### src/rtl/pt_walker_pkg.sv
// Shared definitions for the page table walker.
// Assumes table entries and virtual addresses have the same width.
package pt_walker_pkg;

    localparam int B_PRESENT = 0;
    localparam int B_WRITE   = 1;
    localparam int B_USER    = 2;
    localparam int B_ACCESS  = 5;
    localparam int B_DIRTY   = 6;
    localparam int B_BIGPAGE = 7;

    typedef enum logic [1:0] {
        CZ_ABSENT = 2'd0,
        CZ_PROT   = 2'd1,
        CZ_RSVD   = 2'd2
    } cause_e;

    typedef enum logic [2:0] {
        ST_IDLE,
        ST_DIR_RD,
        ST_DIR_CHK,
        ST_TBL_RD,
        ST_TBL_CHK,
        ST_WB_LEAF,
        ST_WB_DIR,
        ST_RESP
    } walk_st_e;

    typedef struct packed {
        logic   fault;
        cause_e cause;
        logic   big;
    } chk_res_t;

endpackage

### src/rtl/pt_walk_addr.sv
// Computes the byte addresses of the directory entry and the second-level entry.
// Assumes 4-byte entries and that each table is aligned to one page.
module pt_walk_addr #(
    parameter int VA_W  = 32,
    parameter int IDX_W = 10,
    parameter int OFF_W = 12
) (
    input  logic [VA_W-OFF_W-1:0] root_frame,
    input  logic [VA_W-OFF_W-1:0] dir_frame,
    input  logic [IDX_W-1:0]      dir_idx,
    input  logic [IDX_W-1:0]      tbl_idx,
    output logic [VA_W-1:0]       dir_addr,
    output logic [VA_W-1:0]       tbl_addr
);
    localparam int PAD_W = VA_W - IDX_W - 2;

    // Add the scaled index to the base of its table.
    always_comb begin
        dir_addr = {root_frame, {OFF_W{1'b0}}} + {{PAD_W{1'b0}}, dir_idx, 2'b00};
        tbl_addr = {dir_frame,  {OFF_W{1'b0}}} + {{PAD_W{1'b0}}, tbl_idx, 2'b00};
    end
endmodule

### src/rtl/pt_walk_check.sv
// Checks one table entry for presence, reserved bits (large pages only) and rights.
// Priority: absent, then reserved, then protection. IS_DIR enables the large-page decode.
module pt_walk_check
    import pt_walker_pkg::*;
#(
    parameter bit IS_DIR = 1'b1,
    parameter int RSV_W  = 9
) (
    input  logic             present,
    input  logic             can_write,
    input  logic             can_user,
    input  logic             big_flag,
    input  logic [RSV_W-1:0] rsv_field,
    input  logic             acc_write,
    input  logic             acc_user,
    output chk_res_t         res
);
    logic big;

    // Decide the outcome of this level.
    always_comb begin
        big       = IS_DIR && big_flag;
        res.big   = big;
        res.fault = 1'b0;
        res.cause = CZ_ABSENT;
        if (!present) begin
            res.fault = 1'b1;
            res.cause = CZ_ABSENT;
        end else if (big && (|rsv_field)) begin
            res.fault = 1'b1;
            res.cause = CZ_RSVD;
        end else if ((acc_write && !can_write) || (acc_user && !can_user)) begin
            res.fault = 1'b1;
            res.cause = CZ_PROT;
        end
    end
endmodule

### src/rtl/pt_walk_update.sv
// Builds the status-updated copy of an entry and tells whether it must be written back.
// The dirty flag is applied only when IS_LEAF is set and the access is a write.
module pt_walk_update
    import pt_walker_pkg::*;
#(
    parameter int PTE_W   = 32,
    parameter bit IS_LEAF = 1'b1
) (
    input  logic [PTE_W-1:0] ent,
    input  logic             acc_write,
    output logic [PTE_W-1:0] ent_new,
    output logic             need_wr
);
    // Set the accessed flag, and the dirty flag for a write to a leaf.
    always_comb begin
        ent_new           = ent;
        ent_new[B_ACCESS] = 1'b1;
        if (IS_LEAF && acc_write) begin
            ent_new[B_DIRTY] = 1'b1;
        end
        need_wr = (ent_new != ent);
    end
endmodule

### src/rtl/pt_walker.sv
// Two-level page table walker with 4 KiB and large pages.
// Assumes the memory returns read data one cycle after a read and that root_base
// stays stable during a walk. Only one request is in flight at a time.
module pt_walker
    import pt_walker_pkg::*;
#(
    parameter int VA_W  = 32,
    parameter int IDX_W = 10,
    parameter int OFF_W = 12
) (
    input  logic                  clk,
    input  logic                  rst_n,
    input  logic [VA_W-OFF_W-1:0] root_base,
    input  logic                  req_valid,
    output logic                  req_ready,
    input  logic [VA_W-1:0]       req_vaddr,
    input  logic                  req_write,
    input  logic                  req_user,
    output logic                  rsp_done,
    output logic                  rsp_fault,
    output logic [1:0]            rsp_cause,
    output logic [VA_W-1:0]       rsp_paddr,
    output logic                  mem_en,
    output logic                  mem_we,
    output logic [VA_W-1:0]       mem_addr,
    output logic [VA_W-1:0]       mem_wdata,
    input  logic [VA_W-1:0]       mem_rdata
);
    localparam int PTE_W = VA_W;
    localparam int FRM_W = VA_W - OFF_W;
    localparam int BIG_W = IDX_W + OFF_W;
    localparam int RSV_W = IDX_W - 1;
    localparam int N_LVL = 2;

    walk_st_e        st;
    logic [VA_W-1:0] va_q;
    logic            wr_q;
    logic            usr_q;
    logic [PTE_W-1:0] dir_q;
    logic [PTE_W-1:0] leaf_q;
    logic [VA_W-1:0] dir_addr_q;
    logic [VA_W-1:0] leaf_addr_q;
    logic            big_q;
    logic            fault_q;
    cause_e          cause_q;
    logic [VA_W-1:0] paddr_q;

    logic [VA_W-1:0] dir_addr;
    logic [VA_W-1:0] tbl_addr;
    chk_res_t        lvl_res [N_LVL];
    logic [PTE_W-1:0] leaf_new;
    logic [PTE_W-1:0] dir_new;
    logic            leaf_need;
    logic            dir_need;

    pt_walk_addr #(
        .VA_W (VA_W),
        .IDX_W(IDX_W),
        .OFF_W(OFF_W)
    ) u_addr (
        .root_frame(root_base),
        .dir_frame (dir_q[VA_W-1:OFF_W]),
        .dir_idx   (va_q[VA_W-1 -: IDX_W]),
        .tbl_idx   (va_q[OFF_W +: IDX_W]),
        .dir_addr  (dir_addr),
        .tbl_addr  (tbl_addr)
    );

    // One checker per level; level 0 is the directory and decodes large pages.
    for (genvar g = 0; g < N_LVL; g++) begin : g_lvl
        pt_walk_check #(
            .IS_DIR(g == 0),
            .RSV_W (RSV_W)
        ) u_chk (
            .present  (mem_rdata[B_PRESENT]),
            .can_write(mem_rdata[B_WRITE]),
            .can_user (mem_rdata[B_USER]),
            .big_flag (mem_rdata[B_BIGPAGE]),
            .rsv_field(mem_rdata[OFF_W +: RSV_W]),
            .acc_write(wr_q),
            .acc_user (usr_q),
            .res      (lvl_res[g])
        );
    end

    pt_walk_update #(
        .PTE_W  (PTE_W),
        .IS_LEAF(1'b1)
    ) u_upd_leaf (
        .ent      (leaf_q),
        .acc_write(wr_q),
        .ent_new  (leaf_new),
        .need_wr  (leaf_need)
    );

    pt_walk_update #(
        .PTE_W  (PTE_W),
        .IS_LEAF(1'b0)
    ) u_upd_dir (
        .ent      (dir_q),
        .acc_write(wr_q),
        .ent_new  (dir_new),
        .need_wr  (dir_need)
    );

    // Walk sequencer: accept, read and check each level, write back, respond.
    always_ff @(posedge clk) begin
        if (!rst_n) begin
            st          <= ST_IDLE;
            va_q        <= '0;
            wr_q        <= 1'b0;
            usr_q       <= 1'b0;
            dir_q       <= '0;
            leaf_q      <= '0;
            dir_addr_q  <= '0;
            leaf_addr_q <= '0;
            big_q       <= 1'b0;
            fault_q     <= 1'b0;
            cause_q     <= CZ_ABSENT;
            paddr_q     <= '0;
        end else begin
            case (st)
                ST_IDLE: begin
                    if (req_valid) begin
                        va_q    <= req_vaddr;
                        wr_q    <= req_write;
                        usr_q   <= req_user;
                        fault_q <= 1'b0;
                        cause_q <= CZ_ABSENT;
                        paddr_q <= '0;
                        big_q   <= 1'b0;
                        st      <= ST_DIR_RD;
                    end
                end
                ST_DIR_RD: st <= ST_DIR_CHK;
                ST_DIR_CHK: begin
                    dir_q      <= mem_rdata;
                    dir_addr_q <= dir_addr;
                    if (lvl_res[0].fault) begin
                        fault_q <= 1'b1;
                        cause_q <= lvl_res[0].cause;
                        st      <= ST_RESP;
                    end else if (lvl_res[0].big) begin
                        big_q       <= 1'b1;
                        leaf_q      <= mem_rdata;
                        leaf_addr_q <= dir_addr;
                        paddr_q     <= {mem_rdata[VA_W-1:BIG_W], va_q[BIG_W-1:0]};
                        st          <= ST_WB_LEAF;
                    end else begin
                        st <= ST_TBL_RD;
                    end
                end
                ST_TBL_RD: st <= ST_TBL_CHK;
                ST_TBL_CHK: begin
                    if (lvl_res[1].fault) begin
                        fault_q <= 1'b1;
                        cause_q <= lvl_res[1].cause;
                        st      <= ST_RESP;
                    end else begin
                        leaf_q      <= mem_rdata;
                        leaf_addr_q <= tbl_addr;
                        paddr_q     <= {mem_rdata[VA_W-1:OFF_W], va_q[OFF_W-1:0]};
                        st          <= ST_WB_LEAF;
                    end
                end
                ST_WB_LEAF: st <= big_q ? ST_RESP : ST_WB_DIR;
                ST_WB_DIR:  st <= ST_RESP;
                ST_RESP:    st <= ST_IDLE;
                default:    st <= ST_IDLE;
            endcase
        end
    end

    // Drive the memory port from the current step of the walk.
    always_comb begin
        mem_en    = 1'b0;
        mem_we    = 1'b0;
        mem_addr  = '0;
        mem_wdata = '0;
        case (st)
            ST_DIR_RD: begin
                mem_en   = 1'b1;
                mem_addr = dir_addr;
            end
            ST_TBL_RD: begin
                mem_en   = 1'b1;
                mem_addr = tbl_addr;
            end
            ST_WB_LEAF: begin
                mem_en    = leaf_need;
                mem_we    = leaf_need;
                mem_addr  = leaf_addr_q;
                mem_wdata = leaf_new;
            end
            ST_WB_DIR: begin
                mem_en    = dir_need;
                mem_we    = dir_need;
                mem_addr  = dir_addr_q;
                mem_wdata = dir_new;
            end
            default: ;
        endcase
    end

    // Present the handshake and the held result.
    always_comb begin
        req_ready = (st == ST_IDLE);
        rsp_done  = (st == ST_RESP);
        rsp_fault = fault_q;
        rsp_cause = cause_q;
        rsp_paddr = fault_q ? '0 : paddr_q;
    end
endmodule

### config.mk
export PLATFORM = sky130hd
export DESIGN_NAME = pt_walker
export DESIGN_NICKNAME = d
export VERILOG_FILES = /design/src/rtl/pt_walker_pkg.sv /design/src/rtl/pt_walk_addr.sv /design/src/rtl/pt_walk_check.sv /design/src/rtl/pt_walk_update.sv /design/src/rtl/pt_walker.sv
export SDC_FILE = /design/constraint.sdc
export NUM_CORES = 1
export LEC_CHECK = 0
export ABC_AREA = 1
export ABC_CLOCK_PERIOD_IN_PS = 1950
export BUFFER_PORTS_ARGS = -buffer_cell sky130_fd_sc_hd__buf_4
export CORE_UTILIZATION = 37
export CTS_CLUSTER_SIZE = 20
export DETAILED_ROUTE_END_ITERATION = 8
export GPL_TIMING_DRIVEN = 0
export HOLD_SLACK_MARGIN = 0.02
export PLACE_DENSITY = 0.67
export SETUP_SLACK_MARGIN = 0.05
export SLEW_MARGIN = 20
export SYNTH_ARGS = -nofsm -noshare
export SYNTH_HDL_FRONTEND = slang
export SYNTH_SLANG_ARGS = --single-unit
export TNS_END_PERCENT = 10
### constraint.sdc
create_clock -name clk -period 1.95 [get_ports clk]
set_input_delay 0 -clock clk [delete_from_list [all_inputs] [get_ports clk]]
set_output_delay 0 -clock clk [all_outputs]
set_load 0.005 [all_outputs]
---- After elaboration in Yosys (flattened, before gate mapping) ----
Index checks and enable logic that the tools add are counted.
cells by class
  add/sub/neg operators ................... 2
  multipliers ............................. 0
  div/mod/pow operators ................... 0
  magnitude comparators ................... 0
  eq/ne operators ......................... 14
  shift-type cells ........................ 0
  multiplexer cells ....................... 40
  bitwise operators ....................... 1
  reduce and logical (&&, ||, !) cells .... 17
operators with widths
  cell                count
  $mux 32             11
  $pmux 32 s2         3
  $pmux 32 s4         1
  $pmux 32 s3         1
  $add 32x12->32      2
  $pmux 3 s8          1
  $mux 3              7
  $eq 3x3->1 const B  4
  $reduce_and 4->1    3
  $reduce_or 9->1     1
  $mux 2              4
  $ne 2x2->1 const B  4
  $mux 1              7
  $eq 3x2->1 const B  2
  $pmux 1 s3          2
  $pmux 2 s3          1
  $reduce_and 5->1    1
  $ne 2x1->1 const B  2
  $pmux 1 s2          2
  $reduce_bool 2->1   2
  $eq 3x1->1 const B  1
  $logic_and 1x1->1   3
  $logic_not 3->1     1
  $reduce_bool 3->1   1
  other kinds (6)     7
word-level totals
  register bits ........................... 201
  latch bits .............................. 0
  bits in writable memories ............... 0
  memory bits (read-only) ................. 0
  bits of input ports ..................... 89
  output and inout port bits .............. 103
  memories ................................ 0

---- Longest topological paths before layout ----
Gate-level depths: netlist of the first run.
  word-level depth ........................ 8
  gate-level depth with buffers ........... 12

---- Cells and area by module ----
From an unflattened synthesis of the first run, not the netlist that was laid out.
second synthesis, totals
  cells, all modules ...................... 1578
  area total of the unflattened synthesis .. 10508.8 sq um
by module, submodules not included
  module                           instances  cells an instance  area each (sq um)
  pt_walker                        1          1410               9362.7
  pt_walk_addr                     1          65                 484.2
  pt_walk_update at u_upd_leaf     1          36                 254.0
  pt_walk_update at u_upd_dir      1          34                 247.7
  pt_walk_check at g_lvl[0].u_chk  1          23                 106.4
  pt_walk_check at g_lvl[1].u_chk  1          10                 53.8

---- Least setup slack after synthesis of the first run ----
Ideal clock, no wire load.
  path type ............................... register to register
  start ................................... register st[1]
  end ..................................... register paddr_q[10]
  library setup time ...................... 132 ps
  arrival time ............................ 1365 ps
  required time ........................... 1818 ps
  path slack .............................. 453 ps
  cell stages (with the launch flop) ...... 10
  buffers on the path ..................... 2
  clock period less this slack ............ 1497 ps
  cell sequence ........................... dfxtp_1 > inv_2 > nand2_2 > inv_2 > nand2_4 > o21a_2 > buf_6 > buf_4 > nand4_1 > a21oi_1
on the way
  cells in the longest elaborated chain, start to end .. 3
  elaborated cells on any way between the ends .. 10
  classes of those cells .................. eq/ne (6); mux (1); reduce/logical (3)
RTL lines
  what                                                       RTL line          source
  start: declaration                                         pt_walker.sv:35   walk_st_e st;
  start signal: assignment                                   pt_walker.sv:166  ST_WB_LEAF: st <= big_q ? ST_RESP : ST_WB_DIR;
  $eq 3x2->1 (tied with other cells)                         pt_walker.sv:122  case (st)
  $ne 2x2->1 (no line) or $reduce_bool 3->1 (tied branches)  -
  $reduce_and 5->1 (no line)                                 -
  end signal: assignment                                     pt_walker.sv:147  paddr_q <= {mem_rdata[VA_W-1:BIG_W], va_q[BIG_W-1:0]};
  end signal: assignment                                     pt_walker.sv:162  paddr_q <= {mem_rdata[VA_W-1:OFF_W], va_q[OFF_W-1:0]};
  end: declaration                                           pt_walker.sv:46   logic [VA_W-1:0] paddr_q;
Several ways; a longest one is shown, not always the timed one.
A chain may end at the register's enable or synchronous reset.

---- Worst setup path in the final report of the first run ----
  start ................................... register st[2]
  end ..................................... output mem_wdata[19]
on the way
  cells in the longest elaborated chain, start to end .. 2
  elaborated cells on any way between the ends .. 3
  classes of those cells .................. eq/ne (2); mux (1)
RTL lines
  what              RTL line          source
  $eq 3x3->1        pt_walker.sv:180  case (st)
  $pmux 32 s2 (*)   pt_walker.sv:180
  end: declaration  pt_walker.sv:26   output logic [VA_W-1:0] mem_wdata,
Every way passes the cells marked *; elsewhere a longest branch is shown, timed or not.

==> flow_metrics.env, run 1 <==
export IMPL_crit_end="mem_wdata[19]"
export IMPL_synth_seq_cells=197
export IMPL_r2r_start="st[0]"
export IMPL_routed_wirelength_um=32800
export IMPL_startpoint="st[2]"
export IMPL_cp_start_kind="flop"
export IMPL_area_growth_pct=40.7
export IMPL_worst_pin_slew_ns=0.626
export IMPL_vias_per_cell=5.16
export IMPL_h_tree_depth=4
export IMPL_wl_met1_um=13800
export IMPL_cp_end_kind="output port"
export IMPL_cts_tree="done"
export IMPL_portBuffers=188
export IMPL_period_share_pct=98.8
export IMPL_p_leak_uw=0.00535
export IMPL_nNetsFinal=1702
export IMPL_top_layer_used="met4"
export IMPL_finish_instance_area_um2=12700
export IMPL_drtIter0Drc=881
export IMPL_vias=10031
export IMPL_fill_cells=2367
export IMPL_crit_arrival_ns=1.93
export IMPL_synth_seq_area_share_pct=43.7
export IMPL_dieWidth_um=158
export IMPL_r2r_end="dir_addr_q[16]"
export IMPL_syn_avg_cell_area_um2=6.86
export IMPL_hold_path_class="in -> reg"
export IMPL_dieHeight_um=158
export IMPL_synth_top_area_share_pct=43.7
export IMPL_clk_latency_ns=0.44
export IMPL_start_util_pct=38.1
export IMPL_synth_cells=1317
export IMPL_route_met2_wl_um=15300
export IMPL_io_pins=192
export IMPL_rsz0062_at_grt="true"
export IMPL_period_needed_ns=1.93
export IMPL_synth_area_top_cells="dfxtp_1 (44%), nand2_1 (9.9%), a21oi_1 (9.3%)"
export IMPL_pre_cts_slack_ns=-0.0870
export IMPL_required_ns=1.95
export IMPL_grt_max_degree=17
export IMPL_globalRouteOverflowTotal=0
export IMPL_relSlewSlack_pct=58.2
export IMPL_skew_ns=0.0102
export IMPL_synth_area_um2=9030
export IMPL_hpwl_um=23900
export IMPL_min_from="rst_n"
export IMPL_dpl_cell_count=1825
export IMPL_grt_use_total_pct=26.2
export IMPL_status="finished, final reports clean"
export IMPL_r2r_slack_ns=0.06
export IMPL_drtPass1Iterations=5
export IMPL_yosys_warnings=0
export IMPL_fin_ws_ns=0.0243
export IMPL_antenna_found_initial=0
export IMPL_coreArea_um2=23700
export IMPL_cts_sinks=197
export IMPL_dr_wl_met3_um=3000
export IMPL_max_freq_ghz=0.519
export IMPL_cts_root_buf="clkbuf_16"
export IMPL_yosys_area_top_type="dfxtp_1"
export IMPL_dieArea_um2=25000
export IMPL_setup_tns_ns=0
export IMPL_clockBufferDepth=2
export IMPL_cts_buffers=17
export IMPL_cts_clk_slew_worst_paths_ns=0.06
export IMPL_instances_no_fill=1945
export IMPL_place_area_um2=10800
export IMPL_max_cap_violations=0
export IMPL_hold_violations=0
export IMPL_worstSetupPathType="reg -> out"
export IMPL_wl_per_cell_um=16.9
export IMPL_ff2ff_path_depth=5
export IMPL_ys_types=29
export IMPL_gp_congestion=0.951
export IMPL_final_setup_viol_count=0
export IMPL_power_density_nw_per_um2=1380
export IMPL_grt_pass1_vias=9413
export IMPL_fp_row_count=56
export IMPL_drive_above_1_share_pct=20.1
export IMPL_drc=0
export IMPL_grt_pass1_wl_um=49400
export IMPL_slew_viol_final=0
export IMPL_drtAntennaViolNets=0
export IMPL_ir_worst_vdd_uv=539
export IMPL_crit_fanout=10
## sequential cells by signal (all words and copies together), names as in the netlist
| register | flops |
|---|---|
| dir_addr_q | 30 |
| big_q | 1 |
| usr_q | 1 |
| va_q | 32 |
| wr_q | 1 |
| leaf_addr_q | 30 |
| rsp_fault | 1 |
| paddr_q | 32 |
| dir_q | 32 |
| st | 3 |
| rsp_cause | 2 |
| leaf_q | 32 |
## worst min-delay path by stage
stage | endpoint | slack [ns] | cells after the start
3_3_place_gp | leaf_q[9] | 0.23 | 3
6_report | st[2] | 0.13 | 3
3_5_place_dp | leaf_q[11] | 0.24 | 3
4_1_cts | st[2] | 0.12 | 3
2_1_floorplan | leaf_q[10] | 0.13 | 2
5_1_grt | st[2] | 0.14 | 3
## logic make-up after synthesis
kind of cell | Yosys count | share of synthesized area (%)
other | 1 | 0.0415
buffers and inverters | 283 | 12.4
AO/OA/AOI/OAI | 369 | 22.3
AND/OR/NAND/NOR | 467 | 21.6
flip-flops | 197 | 43.7
## metal layers
layer | track usage [%] | vias to the layer above
met5 | 0 | -
met4 | 9.75 | 0
met3 | 5.78 | 63
met2 | 42.9 | 447
met1 | 33.6 | 4630
li1 | - | 4891
## report_power, final
part	total [uW]	internal, uW	switching (uW)
Clock	3620	2030	1590
Sequential	5850	5320	537
Combinational	8020	2840	5180
## repair_timing
action / in CTS / in global routing
buffers inserted: 1 / 0
cloned: 0 / 0
hold buffers: 87 / 0
pin swaps: 1 / 2
setup endpoints to repair: 107 / 202
endpoints found under the hold margin: 148 / 0
resized for setup: 70 / 79
## synth_stat cells
cell / number
o21ai_0: 139
o21a_2: 1
o221ai_1: 10
o22ai_1: 27
buf_2: 22
dfxtp_1: 197
a22oi_1: 1
or2_2: 1
nor2_4: 1
inv_1: 173
a2111oi_0: 1
nand2_4: 1
nand3_2: 3
nand2_1: 239
inv_2: 7
buf_6: 2
a211oi_1: 1
buf_4: 5
a21oi_1: 167
nand2_2: 3
nor2_1: 144
clkbuf_1: 66
a31oi_1: 1
o2111ai_1: 20
nand4_1: 45
o21ai_2: 1
buf_1: 8
nand3_1: 30
conb_1: 1
## metrics by stage
stage                     power (uW)  utilization, %  hold slack [ns]
after floorplan                10500               -            0.135
after global placement         12900            45.8            0.235
after detailed placement       13100            45.8            0.241
after CTS                      17100            53.0            0.117
after global routing           18600            53.6            0.140
final                          17500            53.7            0.133
## placed cells by master, fill, tap and decap left out, drive strengths merged
master and count:
clkinv 3, nor2 145, nand3 33, dfxtp 197, diode 1, dlygate4sd3 87
nand4 45, a31oi 1, a22oi 1, a2111oi 1, o21a 1, nand2 243
clkbuf 83, conb 2, o21ai 140, a21oi 167, inv 183, o2111ai 20
o221ai 10, buf 230, or2 1, bufinv 2, o22ai 27, a211oi 1
clkinvlp 2
## worst max-delay path, cell delays in order, from the launching register on
cell and delay, ns:
dfxtp_4 0.38, buf_8 0.15, nand2_1 0.10, nor2_4 0.19
inv_2 0.10, buf_4 0.20, o22ai_1 0.21, buf_4 0.16
## final cells by class
cell class	instances	area [um^2]	area share (%)
multi-input combinational	838	4180	32.9
sequential	197	3950	31.1
timing repair buffer	276	2290	18.0
inverter	180	681	5.36
buffer	103	604	4.76
clock buffer	21	480	3.78
tap	319	399	3.14
clock inverter	10	120	0.945
antenna	1	2.50	0.0197
Power figures use the tool's default switching activity.
==> run 2, diff against run 1 <==
BUFFER_PORTS_ARGS = not set   (was -buffer_cell sky130_fd_sc_hd__buf_4)
DONT_BUFFER_PORTS = 1   (was not set)
PLACE_DENSITY = 0.6   (was 0.67)
==> flow_metrics.env, run 2 (synthesis results as in run 1) <==
export IMPL_portBuffers=0
export IMPL_dieHeight_um=158
export IMPL_fin_hold_ws_ns=0.0872
export IMPL_period_share_pct=95.5
export IMPL_grt_pass1_wl_um=49700
export IMPL_cts_root_buf="clkbuf_16"
export IMPL_dieArea_um2=25000
export IMPL_clk_latency_ns=0.45
export IMPL_cpPeakStageDelay_ns=0.38
export IMPL_wl_per_cell_um=18.9
export IMPL_drive_above_1_share_pct=10.0
export IMPL_finish_instance_area_um2=11300
export IMPL_worst_pin_slew_ns=0.684
export IMPL_p_sw_uw=7330
export IMPL_max_freq_ghz=0.537
export IMPL_cts_clk_slew_worst_paths_ns=0.07
export IMPL_worstSetupPathType="reg -> out"
export IMPL_dieWidth_um=158
export IMPL_status="finished, final reports clean"
export IMPL_hold_violations=0
export IMPL_grt_max_degree=17
export IMPL_final_setup_viol_count=0
export IMPL_relSlewSlack_pct=54.4
export IMPL_slew_viol_final=0
export IMPL_place_area_um2=9430
export IMPL_final_util_pct=47.7
export IMPL_ir_worst_vdd_uv=727
export IMPL_final_common_cell="nand2_1"
export IMPL_report_power_total_uw=17000
export IMPL_rsz0062_at_grt="true"
export IMPL_cts_buffers=17
export IMPL_grt_pass1_vias=8942
export IMPL_fp_row_count=56
export IMPL_clockBufferDepth=2
export IMPL_drtPass1Iterations=5
export IMPL_power_frac_seq_pct=34.3
export IMPL_grt_use_total_pct=26.7
export IMPL_switching_share_pct=43.0
export IMPL_gp_congestion=0.914
export IMPL_nNetsFinal=1514
export IMPL_drtAntennaViolNets=0
export IMPL_antenna_found_initial=2
export IMPL_h_tree_depth=4
export IMPL_cts_tree="done"
export IMPL_globalRouteOverflowTotal=0
export IMPL_path_delay_family="buffers and inverters"
export IMPL_hold_path_class="in -> reg"
export IMPL_vias=9238
export IMPL_cp_start_kind="flop"
export IMPL_final_cell_mix="nand2_1 (238), dfxtp_1 (195), inv_1 (173), a21oi_1 (167), nor2_1 (140)"
export IMPL_cts_sinks=197
export IMPL_routed_wirelength_um=33300
export IMPL_drtIter0Drc=641
export IMPL_intPower_uw=9700
export IMPL_cp_end_kind="output port"
export IMPL_drc=0
export IMPL_dpl_cell_count=1637
export IMPL_start_util_pct=38.1
export IMPL_crit_arrival_ns=1.86
export IMPL_crit_chain="buf_6 > nand2_1 > nor2_4 > buf_2 > o21ai_0 > o21ai_1"
export IMPL_coreArea_um2=23700
export IMPL_clock_power_share_pct=22.0
export IMPL_crit_fanout=10
export IMPL_hpwl_um=23500
export IMPL_power_density_nw_per_um2=1510
export IMPL_required_ns=1.95
export IMPL_power_frac_comb_pct=43.6
export IMPL_skew_ns=0.0119
export IMPL_instances_no_fill=1758
export IMPL_period_needed_ns=1.86
export IMPL_p_leak_uw=0.00438
export IMPL_post_cts_setup_buffer_count=0
export IMPL_max_cap_violations=0
export IMPL_crit_slowest_cell="dfxtp_2"
export IMPL_io_pins=192
export IMPL_fill_cells=2511
export IMPL_area_growth_pct=25.0
export IMPL_cp_num_buf_inv=2
export IMPL_vias_per_cell=5.25
==> run 2: cell count changes in the layout (fill, tap and decap cells not counted), sizes merged <==
cell      delta
buf        -191
clkbuf       +2
clkinv       +2
bufinv       +1
clkinvlp     -1
inv          -1
nand3        +1
==> run 2: final timing paths <==
kind         depth (start not counted)       endpoint  slack, ns           from
max reg2reg                          5  dir_addr_q[2]       0.13          st[0]
max                                  6   mem_wdata[6]       0.09          st[2]
min reg2reg                          2       va_q[10]       0.46       va_q[10]
min                                  8   rsp_cause[1]       0.09  mem_rdata[19]
==> run 2: layout make-up <==
cell class              instances  area (um^2)  area share [%]
diodes                          1         2.50          0.0222
clock inverters                11          148            1.31
clock buffers                  21          460            4.08
plain buffers                 103          566            5.01
inverters                     180          683            6.05
flip-flops and latches        197         3950            35.0
well taps                     319          399            3.54
multi-input cells             839         4210            37.3
repair buffers                 87          871            7.71
==> run 2: layer usage <==
metal	GRT usage [%]	part of all wire [%]	wire, um
met1	32.5	42	14000
met3	9.47	10	3480
met5	0	0.039	13
met4	9.52	2.4	788
met2	43.1	45	15000
==> run 2: metrics by stage <==
stage	setup slack [ns]	setup TNS, ns
4_1_cts	0.0508	0
3_5_place_dp	-0.0725	-0.254
2_1_floorplan	0.453	0
6_report	0.0881	0
5_1_grt	-0.0251	-0.0935
3_3_place_gp	-0.0486	-0.349
==> run 2: timing repair <==
action | in CTS | in global routing
setup endpoints to repair | 156 | 212
endpoints found under the hold margin | 162 | 0
pin swaps | 0 | 1
hold buffers | 87 | 0
gates cloned | 0 | 1
resized for setup | 68 | 77
==> run 2: power by group through the flow <==
stage | Combinational, uW | Clock (uW) | Sequential [uW]
2_1_floorplan | 4700 | 0 | 5770
3_3_place_gp | 6480 | 0 | 5870
3_5_place_dp | 6560 | 0 | 5900
4_1_cts | 7000 | 3750 | 5830
5_1_grt | 8250 | 3920 | 5980
6_report | 7430 | 3750 | 5850
==> run 2: tightest hold or removal path, delay by kind of cell <==
family           cells  cell delay [ns]
AND/OR/NAND/NOR      7             0.44
AO/OA/AOI/OAI        1             0.04
==> run 3, diff against run 2 <==
ABC_CLOCK_PERIOD_IN_PS = 2300   (was 1950)
clock period = 2.3 ns   (was 1.95 ns; I/O delays follow)
==> flow_metrics.env, run 3 (synthesis results as in run 1) <==
export IMPL_relSlewSlack_pct=51.0
export IMPL_fin_ws_ns=0.106
export IMPL_final_common_cell="nand2_1"
export IMPL_ir_worst_vdd_uv=597
export IMPL_startpoint="st[2]"
export IMPL_nNetsFinal=1513
export IMPL_power_density_nw_per_um2=1270
export IMPL_crit_fanout=10
export IMPL_grt_use_total_pct=26.4
export IMPL_final_cell_mix="nand2_1 (238), dfxtp_1 (197), inv_1 (173), a21oi_1 (167), nor2_1 (142)"
export IMPL_fp_row_count=56
export IMPL_max_freq_ghz=0.456
export IMPL_ff2ff_path_depth=8
export IMPL_vias=9214
export IMPL_place_area_um2=9430
export IMPL_skew_ns=0.0109
export IMPL_switching_share_pct=43.0
export IMPL_cts_root_buf="clkbuf_16"
export IMPL_r2r_end="paddr_q[22]"
export IMPL_top_usage_layer="met2"
export IMPL_clock_power_share_pct=22.6
export IMPL_final_setup_viol_count=0
export IMPL_cts_clk_slew_worst_paths_ns=0.07
export IMPL_drtPass1Iterations=5
export IMPL_worst_pin_slew_ns=0.736
export IMPL_final_util_pct=46.4
export IMPL_cts_sinks=197
export IMPL_drc=0
export IMPL_hold_path_class="in -> reg"
export IMPL_start_util_pct=38.1
export IMPL_met1_usage_pct=32.4
export IMPL_holdPathStages=8
export IMPL_dieHeight_um=158
export IMPL_period_needed_ns=2.19
export IMPL_drtIter0Drc=689
export IMPL_grt_pass1_wl_um=49200
export IMPL_clk_latency_ns=0.44
export IMPL_cp_start_kind="flop"
export IMPL_min_from="mem_rdata[19]"
export IMPL_area_growth_pct=21.7
export IMPL_io_pins=192
export IMPL_intPower_uw=7960
export IMPL_crit_chain="clkbuf_4 > nand2_1 > nor2_2 > inv_1 > clkbuf_1 > o22ai_1"
export IMPL_vias_per_cell=5.24
export IMPL_hpwl_um=23500
export IMPL_finish_instance_area_um2=11000
export IMPL_holdPathEnd="rsp_cause[1]"
export IMPL_antenna_found_initial=3
export IMPL_gp_congestion=0.914
export IMPL_r2r_slack_ns=0.21
export IMPL_portBuffers=0
export IMPL_drive_above_1_share_pct=6.68
export IMPL_pre_cts_slack_ns=0.278
export IMPL_max_cap_violations=0
export IMPL_grt_pass1_vias=8917
export IMPL_power_frac_comb_pct=42.0
export IMPL_period_share_pct=95.4
export IMPL_cp_end_kind="output port"
export IMPL_r2r_start="st[1]"
export IMPL_p_leak_uw=0.00425
export IMPL_grt_use_met2_pct=42.6
export IMPL_grt_max_degree=17
export IMPL_cts_tree="done"
export IMPL_globalRouteOverflowTotal=0
export IMPL_worstSetupPathType="reg -> out"
export IMPL_required_ns=2.30
export IMPL_hold_violations=0
export IMPL_cts_buffers=17
export IMPL_h_tree_depth=4
export IMPL_coreArea_um2=23700
export IMPL_routed_wirelength_um=32800
export IMPL_dieArea_um2=25000
export IMPL_cpPeakStageDelay_ns=0.41
export IMPL_p_sw_uw=6000
export IMPL_grt_util_met3_pct=9.25
export IMPL_post_cts_setup_buffer_count=0
export IMPL_fill_cells=2529
export IMPL_clockBufferDepth=2
export IMPL_drtAntennaViolNets=0
export IMPL_dieWidth_um=158
export IMPL_wl_per_cell_um=18.7
export IMPL_power_frac_seq_pct=35.4
export IMPL_fin_hold_ws_ns=0.0894
export IMPL_status="finished, final reports clean"
export IMPL_rsz0062_at_grt="true"
export IMPL_crit_slowest_cell="dfxtp_1"
export IMPL_slew_viol_final=0
export IMPL_crit_arrival_ns=2.19
-- run 3: worst max-delay path by stage --
stage,to,cells past startpoint,slack [ns]
floorplan,paddr_q[10],9,0.80
global placement,paddr_q[22],8,0.30
detailed placement,paddr_q[22],8,0.28
CTS,mem_addr[6],6,-0.02
global route,mem_wdata[15],6,-0.01
finish,mem_wdata[17],6,0.11
-- run 3: final cells by class --
cell class                      instances  area [um^2]  share of cell area [%]
Timing Repair Buffer                   87          871                    7.92
Clock buffer                           21          460                    4.19
Buffer                                103          459                    4.18
Inverter                              180          676                    6.15
Tap cell                              319          399                    3.63
Antenna cell                            2         5.00                  0.0455
Clock inverter                         11          148                    1.34
Multi-Input combinational cell        838         4030                    36.7
Sequential cell                       197         3940                    35.9
-- run 3: power by group through the flow --
| stage | combinational (uW) | sequential [uW] | clock, uW |
|---|---|---|---|
| after floorplan | 3990 | 4890 | 0 |
| after global placement | 5490 | 4980 | 0 |
| after detailed placement | 5560 | 5010 | 0 |
| after CTS | 5760 | 4940 | 3180 |
| after global routing | 6560 | 5060 | 3330 |
| final | 5860 | 4940 | 3160 |
-- run 3: per-stage QoR --
stage	power [uW]	TNS, ns	instances
CTS	13900	-0.0637	1756
floorplan	8880	0	1318
global route	14900	-0.00955	1758
detailed placement	10600	0	1637
finish	14000	0	1758
global placement	10500	0	1637
-- run 3: critical path: cells and delay by family, from the launching register on --
family | cells | cell delay, ns
and+or+nand+nor | 2 | 0.30
buffers and inverters | 3 | 0.70
AOI/OAI and AO/OA | 1 | 0.33
DFF | 1 | 0.41
-- run 3: repair_timing --
action,CTS,global route
gates resized for setup,7,22
gates cloned,0,0
hold buffers,87,0
hold endpoints to repair,162,0
setup endpoints to repair,37,52
-- run 3: routing by layer --
metal / share of wire (%) / vias up
met5: 0.040 / -
met4: 2.0 / 2
met3: 10 / 43
met2: 45 / 358
met1: 42 / 4300
li1: - / 4511
